==> src/rtl/cpic_pkg.sv <==
package cpic_pkg;
  localparam int unsigned LINES = 8;
  localparam int unsigned IW    = $clog2(LINES);
  typedef logic [LINES-1:0] line_vec_t;
  typedef logic [IW-1:0]    line_idx_t;
endpackage

==> src/rtl/irq_prio_enc.sv <==
module irq_prio_enc #(
  parameter int unsigned N  = 8,
  parameter int unsigned IW = $clog2(N)
) (
  input  logic [N-1:0]  req_i,
  output logic          found_o,
  output logic [IW-1:0] idx_o
);
  // lowest set bit wins
  always_comb begin
    found_o = 1'b0;
    idx_o   = '0;
    for (int i = N - 1; i >= 0; i--) begin
      if (req_i[i]) begin
        found_o = 1'b1;
        idx_o   = IW'(i);
      end
    end
  end
endmodule

==> src/rtl/irq_unit.sv <==
module irq_unit #(
  parameter int unsigned     N           = 8,
  parameter logic [N-1:0]    LEVEL_LINES = '0,
  localparam int unsigned    IW          = $clog2(N)
) (
  input  logic          clk_i,
  input  logic          rst_ni,
  input  logic [N-1:0]  req_i,
  input  logic          mask_we_i,
  input  logic [N-1:0]  mask_wdata_i,
  input  logic          eoi_i,
  input  logic          ack_i,
  output logic          int_o,
  output logic [IW-1:0] win_idx_o,
  output logic [N-1:0]  irr_o,
  output logic [N-1:0]  imr_o
);
  logic [N-1:0]  req_q, irr_q, isr_q, imr_q;
  logic          pend_found, isr_found, ack_fire;
  logic [IW-1:0] pend_idx, isr_idx;

  irq_prio_enc #(.N(N)) i_pend_enc (
    .req_i(irr_q & ~imr_q), .found_o(pend_found), .idx_o(pend_idx));
  irq_prio_enc #(.N(N)) i_isr_enc (
    .req_i(isr_q), .found_o(isr_found), .idx_o(isr_idx));

  // forward only when strictly above anything in service
  assign int_o     = pend_found && (!isr_found || (pend_idx < isr_idx));
  assign ack_fire  = ack_i && int_o;
  assign win_idx_o = pend_idx;
  assign irr_o     = irr_q;
  assign imr_o     = imr_q;

  always_ff @(posedge clk_i or negedge rst_ni) begin
    if (!rst_ni) begin
      req_q <= '0;
      imr_q <= '1;
    end else begin
      req_q <= req_i;
      if (mask_we_i) imr_q <= mask_wdata_i;
    end
  end

  for (genvar i = 0; i < N; i++) begin : g_irr
    if (LEVEL_LINES[i]) begin : g_level
      always_ff @(posedge clk_i or negedge rst_ni) begin
        if (!rst_ni) irr_q[i] <= 1'b0;
        else         irr_q[i] <= req_i[i];
      end
    end else begin : g_edge
      always_ff @(posedge clk_i or negedge rst_ni) begin
        if (!rst_ni)                                  irr_q[i] <= 1'b0;
        else if (req_i[i] && !req_q[i])               irr_q[i] <= 1'b1;
        else if (ack_fire && (pend_idx == IW'(i)))    irr_q[i] <= 1'b0;
      end
    end
  end

  always_ff @(posedge clk_i or negedge rst_ni) begin
    if (!rst_ni) begin
      isr_q <= '0;
    end else begin
      logic [N-1:0] isr_d;
      isr_d = isr_q;
      if (eoi_i && isr_found) isr_d[isr_idx] = 1'b0;
      if (ack_fire)           isr_d[pend_idx] = 1'b1;
      isr_q <= isr_d;
    end
  end

  AST_ACK_MARKS_SERVICE: assert property (@(posedge clk_i) disable iff (!rst_ni)
    (ack_fire && !eoi_i) |=> ($countones(isr_q) == $past($countones(isr_q)) + 1));
  AST_EOI_RETIRES_ONE: assert property (@(posedge clk_i) disable iff (!rst_ni)
    (eoi_i && isr_found && !ack_fire) |=> ($countones(isr_q) == $past($countones(isr_q)) - 1));
  AST_FULL_MASK_SILENT: assert property (@(posedge clk_i) disable iff (!rst_ni)
    (mask_we_i && (mask_wdata_i == '1)) |=> !int_o);
  AST_MASKED_NOT_FORWARDED: assert property (@(posedge clk_i) disable iff (!rst_ni)
    int_o |-> !imr_q[win_idx_o]);
  AST_ACK_CLEARS_EDGE_REQ: assert property (@(posedge clk_i) disable iff (!rst_ni)
    (ack_fire && !LEVEL_LINES[pend_idx] && !(req_i[pend_idx] && !req_q[pend_idx]))
      |=> !irr_q[$past(pend_idx)]);
endmodule

==> src/rtl/cascade_irq_ctrl.sv <==
module cascade_irq_ctrl
  import cpic_pkg::*;
#(
  parameter logic [7:0]  M_CMD_ADDR      = 8'h20,
  parameter logic [7:0]  M_MASK_ADDR     = 8'h21,
  parameter logic [7:0]  S_CMD_ADDR      = 8'hA0,
  parameter logic [7:0]  S_MASK_ADDR     = 8'hA1,
  parameter logic [7:0]  M_VEC_BASE      = 8'h08,
  parameter logic [7:0]  S_VEC_BASE      = 8'h70,
  parameter logic [7:0]  EOI_CODE        = 8'h20,
  parameter int unsigned CASC_LINE       = 2,
  parameter int unsigned LEGACY_SLAVE_IN = 1
) (
  input  logic              clk_i,
  input  logic              rst_ni,
  input  logic [2*LINES-1:0] irq_i,
  input  logic [7:0]        reg_addr_i,
  input  logic [7:0]        reg_wdata_i,
  input  logic              reg_we_i,
  input  logic              reg_re_i,
  output logic [7:0]        reg_rdata_o,
  output logic              int_o,
  input  logic              inta_i,
  output logic [7:0]        vec_o,
  output logic              vec_valid_o
);
  localparam line_idx_t CASC_IDX  = IW'(CASC_LINE);
  localparam line_vec_t CASC_MASK = line_vec_t'(1) << CASC_LINE;

  line_vec_t m_req, s_req, m_irr, s_irr, m_imr, s_imr;
  line_idx_t m_idx, s_idx;
  logic      m_int, s_int, m_casc;
  logic      m_cmd_we, s_cmd_we, m_mask_we, s_mask_we;
  logic [7:0] vec_d, vec_q;
  logic       vec_valid_q;

  always_comb begin
    m_req = irq_i[LINES-1:0];
    m_req[CASC_LINE] = s_int;
    s_req = irq_i[2*LINES-1:LINES];
    s_req[LEGACY_SLAVE_IN] = s_req[LEGACY_SLAVE_IN] | irq_i[CASC_LINE];
  end

  assign m_cmd_we  = reg_we_i && (reg_addr_i == M_CMD_ADDR);
  assign s_cmd_we  = reg_we_i && (reg_addr_i == S_CMD_ADDR);
  assign m_mask_we = reg_we_i && (reg_addr_i == M_MASK_ADDR);
  assign s_mask_we = reg_we_i && (reg_addr_i == S_MASK_ADDR);
  assign m_casc    = m_int && (m_idx == CASC_IDX);

  irq_unit #(.N(LINES), .LEVEL_LINES(CASC_MASK)) i_master (
    .clk_i, .rst_ni,
    .req_i(m_req), .mask_we_i(m_mask_we), .mask_wdata_i(reg_wdata_i[LINES-1:0]),
    .eoi_i(m_cmd_we && (reg_wdata_i == EOI_CODE)), .ack_i(inta_i),
    .int_o(m_int), .win_idx_o(m_idx), .irr_o(m_irr), .imr_o(m_imr));

  irq_unit #(.N(LINES), .LEVEL_LINES('0)) i_slave (
    .clk_i, .rst_ni,
    .req_i(s_req), .mask_we_i(s_mask_we), .mask_wdata_i(reg_wdata_i[LINES-1:0]),
    .eoi_i(s_cmd_we && (reg_wdata_i == EOI_CODE)), .ack_i(inta_i && m_casc),
    .int_o(s_int), .win_idx_o(s_idx), .irr_o(s_irr), .imr_o(s_imr));

  // cascade win with slave gone quiet: report slave's last line
  always_comb begin
    if (m_casc) vec_d = S_VEC_BASE + (s_int ? 8'(s_idx) : 8'(LINES - 1));
    else        vec_d = M_VEC_BASE + 8'(m_idx);
  end

  always_ff @(posedge clk_i or negedge rst_ni) begin
    if (!rst_ni) begin
      vec_q       <= '0;
      vec_valid_q <= 1'b0;
    end else begin
      vec_valid_q <= inta_i && m_int;
      if (inta_i && m_int) vec_q <= vec_d;
    end
  end

  always_comb begin
    reg_rdata_o = '0;
    if (reg_re_i) begin
      unique case (reg_addr_i)
        M_CMD_ADDR:  reg_rdata_o = 8'(m_irr);
        M_MASK_ADDR: reg_rdata_o = 8'(m_imr);
        S_CMD_ADDR:  reg_rdata_o = 8'(s_irr);
        S_MASK_ADDR: reg_rdata_o = 8'(s_imr);
        default:     reg_rdata_o = '0;
      endcase
    end
  end

  assign int_o       = m_int;
  assign vec_o       = vec_q;
  assign vec_valid_o = vec_valid_q;

  AST_VEC_ONLY_AFTER_ACK: assert property (@(posedge clk_i) disable iff (!rst_ni)
    vec_valid_o |-> $past(inta_i));
  AST_IDLE_ACK_NO_VEC: assert property (@(posedge clk_i) disable iff (!rst_ni)
    (inta_i && !int_o) |=> !vec_valid_o);
  AST_VEC_IN_WINDOWS: assert property (@(posedge clk_i) disable iff (!rst_ni)
    vec_valid_o |-> (((vec_o >= M_VEC_BASE) && (vec_o < M_VEC_BASE + 8'(LINES))) ||
                     ((vec_o >= S_VEC_BASE) && (vec_o < S_VEC_BASE + 8'(LINES)))));
  AST_VEC_PULSE: assert property (@(posedge clk_i) disable iff (!rst_ni)
    vec_valid_o |=> !vec_valid_o || $past(inta_i));
endmodule

==> config.mk <==
export PLATFORM = sky130hd
export DESIGN_NAME = cascade_irq_ctrl
export DESIGN_NICKNAME = d
export VERILOG_FILES = /design/src/rtl/cpic_pkg.sv /design/src/rtl/irq_prio_enc.sv /design/src/rtl/irq_unit.sv /design/src/rtl/cascade_irq_ctrl.sv
export SDC_FILE = /design/constraint.sdc
export NUM_CORES = 1
export LEC_CHECK = 0
export BUFFER_PORTS_ARGS = -buffer_cell sky130_fd_sc_hd__buf_2
export CAP_MARGIN = 10
export CORE_AREA = 2 2 94 96
export DETAILED_ROUTE_END_ITERATION = 12
export DIE_AREA = 0 0 96 98
export PLACE_DENSITY = 0.62
export SYNTH_ARGS = -nofsm -noshare
export SYNTH_HDL_FRONTEND = slang
export SYNTH_HIERARCHICAL = 1
export SYNTH_SLANG_ARGS = --single-unit
==> constraint.sdc <==
create_clock -name clk_i -period 9.4 [get_ports clk_i]
set_clock_uncertainty 0.2 [all_clocks]
set_input_delay 1.88 -clock clk_i [delete_from_list [all_inputs] [get_ports clk_i]]
set_output_delay 1.88 -clock clk_i [all_outputs]
set_load 0.02 [all_outputs]
After elaboration in Yosys (flattened, before gate mapping)
Index checks and enable logic that the tools add are counted.
- logic and storage cells: 260
- output and inout port bits: 18
- register bits: 73
- input port bits: 37
- bitwise logic cells: 11
- reductions and logical operators: 84
- eq/ne operators: 19
- add/subtract/negate cells: 2
- mux-type cells: 110
- order comparisons: 10
- operators with widths (cell ; number):
    $mux W3 ; 33
    $mux W1 ; 66
    $logic_and A1 B1 Y1 ; 48
    $mux W8 ; 6
    $and A8 B8 Y8 ; 4
    $not A8 Y8 ; 4
    $pmux W8 S4 ; 1
    $reduce_bool A2 Y1 ; 15
    $eq A3 B3 Y1 const B ; 8
    $eq A8 B6 Y1 const B ; 3
    $logic_not A1 Y1 ; 17
    $eq A8 B8 Y1 const B ; 2
    $lt A3 B4 Y1 const B ; 4
    $or A8 B8 Y8 ; 2
    $demux W1 S3 ; 4
    $eq A3 B2 Y1 const B ; 4
    $ge A3 B1 Y1 const B ; 4
    $add A7 B3 Y8 const A ; 1
    $eq A3 B1 Y1 const B ; 2
    $logic_not A3 Y1 ; 2
    $lt A3 B3 Y1 ; 2
    $add A4 B3 Y5 const A ; 1
    $logic_or A1 B1 Y1 ; 2
    $or A1 B1 Y1 ; 1

Longest topological paths before layout
- depth in word-level cells: 19
- depth in mapped cells: 15
- depth with buffers taken out: 15

Cells and area by module
The synthesis kept the hierarchy.
- by module, submodules not included (module ; area an instance (sq um) ; instances ; sequential area each (sq um) ; cells each):
    irq_unit (i_slave) ; 1391.3 ; 1 ; 810.8 ; 125
    irq_unit (i_master) ; 1355.0 ; 1 ; 785.8 ; 121
    cascade_irq_ctrl ; 658.1 ; 1 ; 150.1 ; 62
    irq_prio_enc ; 80.1 ; 4 ; 0.0 ; 13

Worst setup path before layout
Ideal clock, no wire load.
- path type: input to output
- from: input reg_addr_i[1]
- to: output reg_rdata_o[0]
- cell stages on the path: 3
- slack: 4.558 ns
- arrival: 2.762 ns
- buffers on the path: 0
- data required time: 7.320 ns
- cell sequence: nor4_4 nand4b_2 nor2b_1
- word-level cells in the longest chain between the ends: 3
- elaborated cells between the ends (all ways): 6
- classes of those cells: 4 x eq/ne; 2 x mux
- ends and longest elaborated chain (element ; line ; text):
    from (decl) ; cascade_irq_ctrl.sv:17 ; input logic [7:0] reg_addr_i,
    $eq A8 B8 Y1 or $eq A8 B6 Y1 (tied branches) ; cascade_irq_ctrl.sv:81 ; unique case (reg_addr_i)
    $pmux W8 S4 * ; cascade_irq_ctrl.sv:81 ;
    $mux W8 * ; cascade_irq_ctrl.sv:80 ; if (reg_re_i) begin
    to (decl) ; cascade_irq_ctrl.sv:21 ; output logic [7:0] reg_rdata_o,
Every way passes the cells marked *; elsewhere a longest branch is shown, timed or not.

Final worst setup path
- from: input reg_addr_i[1]
- to: output reg_rdata_o[1]
Same word-level chain as after synthesis.

==> impl_metrics.json <==
{
  "routedWlPerCell_um": 16.2,
  "ys_top_cells_by_area": "dfrtp_1 36%, dfstp_2 11%, mux2_2 4.8%",
  "worstPathArrival_ns": 3.07,
  "first_pass_iters": 4,
  "n_antenna_cell": 0,
  "syn_inst": 360,
  "critPathRequiredTime_ns": 7.32,
  "netlist_top_cells_count": "53 x dfrtp_1, 43 x inv_1, 30 x nor2_1",
  "finalHoldViolations": 0,
  "final-setup-viol-count": 0,
  "worst_slew_pin_slew_ns": 1.10,
  "grt_pass1_wl_um": 13900,
  "power_frac_seq": 0.471,
  "die_area_um2": 9410,
  "numCtsBuffers": 9,
  "io_pins": 55,
  "hpwl_um": 6550,
  "final_nets": 460,
  "critPathCapture": "reg_rdata_o[1]",
  "ff2ff_path_depth": 14,
  "ys_ff_latch": 69,
  "ant_nets": 0,
  "overflow": 0,
  "holdBufCountCts": 0,
  "rr_endpoint": "i_slave/irr_o[4]$_DFFE_PN0P_",
  "clkTransAtPathRegs_ns": 0.07,
  "grt_setup_unrepaired": "no",
  "gp_congestion": 0.848,
  "grt_pass1_vias": 2813,
  "synth_edf_count": 0,
  "yosys_warnings": 6,
  "routed_via_density": 5.36,
  "synth-async-reset-ratio": 1.00,
  "p_leak_nw": 1.95,
  "syn_nets": 401,
  "synth_ff_type": "dfrtp_1",
  "drv_cap": 0,
  "gr-usage-all-layers": 0.192,
  "critPathCaptureType": "primary output",
  "netlist.area_leader.share": 0.356,
  "drt_iter0_markers": 144,
  "cts_tree": "built",
  "yosysSeqAreaShare": 0.469,
  "wl_um": 8640,
  "hp-class": "flop to flop",
  "cts_resized": 0,
  "grt_max_degree": 70,
  "portBuffers": 53,
  "clkLatencyLatePin_ns": 0.34,
  "slew_violations": 0,
  "p_sw_mw": 0.217,
  "crit_type": "input pin to primary output",
  "die_h_um": 98,
  "status": "finished clean",
  "pwr-share-comb": 0.192,
  "power_mw": 0.724,
  "r2r-start": "i_master/imr_o[5]$_DFFE_PN1P_",
  "area_growth_pct": 15.3,
  "peakVddDrop_mv": 0.0976,
  "reg2reg_setup_slack_ns": 5.39,
  "avgSynthCellArea_um2": 10.3,
  "timing.fmax_mhz": 194,
  "synth_top_cell_by_area": "dfrtp_1",
  "crit_path_start": "reg_addr_i[1]",
  "synthesis.area_um2": 3720,
  "core_area_um2": 8470,
  "p_sw_frac": 0.300,
  "cp-start-kind": "input pin",
  "fin_setup_tns_ns": 0,
  "clock_sinks": 69,
  "die_width_um": 96,
  "post_cts_buffers": 0,
  "yosysMostFrequentCell": "dfrtp_1",
  "rows": 34,
  "antenna_found_initial": 0,
  "period_needed_ns": 5.15,
  "intPower_mw": 0.506,
  "drc_errors": 0,
  "synth_cell_types": 45,
  "vias": 2849,
  "critPathMaxFanout": 8,
  "post-route-period-util": 0.548,
  "clockRootBuffer": "clkbuf_8",
  "p_per_area_nw_per_um2": 169,
  "drive_gt1_frac": 0.321,
  "clockBufferDepth": 2,
  "relSlewSlack": 0.256,
  "start_util": 0.440,
  "htreeDepth": 3,
  "power_frac_clock": 0.337
}
[state kept, by name, summed over array words and instances (netlist names), 7 cells and up]
name,flops
i_master/imr_o,8
i_master/irr_o,7
i_master/isr_q,8
i_master/req_q,8
i_slave/imr_o,8
i_slave/irr_o,8
i_slave/isr_q,8
i_slave/req_q,8
[metrics by stage]
stage | cells | hold WS [ns] | worst slack (ns) | area (um^2) | utilization
after detailed placement | 516 | 0.216 | 4.24 | 4100 | 0.484
after global placement | 516 | 0.216 | 4.27 | 4100 | 0.484
final | 532 | 0.227 | 4.25 | 4290 | 0.507
after global routing | 532 | 0.240 | 4.18 | 4290 | 0.507
after CTS | 532 | 0.228 | 4.24 | 4290 | 0.507
after floorplan | 360 | 0.209 | 4.56 | 3720 | -
[power groups by stage]
stage               clock (mW)  combinational (mW)  sequential [mW]
finish                   0.244               0.139            0.341
global route             0.263               0.153            0.344
detailed placement           0               0.140            0.346
floorplan                    0              0.0846            0.353
global placement             0               0.137            0.346
CTS                      0.251               0.140            0.341
[how the worst min path moves through the flow]
stage	startpoint	endpoint	slack, ns	cells past startpoint
2_1_floorplan	i_master/req_q[0]$_DFF_PN0_	i_master/irr_o[0]$_DFFE_PN0P_	0.21	1
3_3_place_gp	i_slave/req_q[6]$_DFF_PN0_	i_slave/irr_o[6]$_DFFE_PN0P_	0.22	1
3_5_place_dp	i_slave/req_q[2]$_DFF_PN0_	i_slave/irr_o[2]$_DFFE_PN0P_	0.22	1
4_1_cts	i_slave/req_q[4]$_DFF_PN0_	i_slave/irr_o[4]$_DFFE_PN0P_	0.23	1
5_1_grt	i_slave/req_q[2]$_DFF_PN0_	i_slave/irr_o[2]$_DFFE_PN0P_	0.24	1
6_report	i_slave/req_q[2]$_DFF_PN0_	i_slave/irr_o[2]$_DFFE_PN0P_	0.23	1
[layout by cell type, fill, tap and decap left out, types with 16 or more instances in the layout]
cell / synthesis / routed
dfrtp_1: 53 / 53
nor2b_1: 19 / 19
dfstp_2: 16 / 16
a21oi_1: 23 / 23
inv_1: 43 / 43
nor2_1: 30 / 30
mux2_2: 16 / 16
nand2_1: 24 / 24
buf_2: 0 / 53
[cell type report]
class / instances / area (um^2)
Inverter: 43 / 161
Clock inverter: 6 / 61.3
Multi-Input combinational cell: 240 / 1760
Clock buffer: 10 / 138
Sequential cell: 69 / 1750
Tap cell: 108 / 135
Timing Repair Buffer: 56 / 288
Fill cell: 796 / 4170
[cells by family (layout without fill, tap and decap cells)]
group | count (synthesis) | count (layout) | share of synthesized area
AND/OR/NAND/NOR | 115 | 115 | 0.183
AO/OA/AOI/OAI | 96 | 96 | 0.174
buffers and inverters | 51 | 115 | 0.0574
other | 1 | 1 | 0.00101
multiplexers | 24 | 24 | 0.102
adder cells (fa/ha/maj) | 4 | 4 | 0.0134
flip-flops | 69 | 69 | 0.469
[metal layers]
metal / wire length, um / track usage
met1: 3990 / 0.262
met4: 30 / 0.0538
met3: 218 / 0.0332
met2: 4400 / 0.314
met5: 0 / 0
[critical path: stages]
cell and delay, ns:
buf_2 0.11, nor4_4 0.34, nand4b_2 0.28, nor2b_1 0.26, buf_2 0.20
Power figures use the tool's default switching activity.
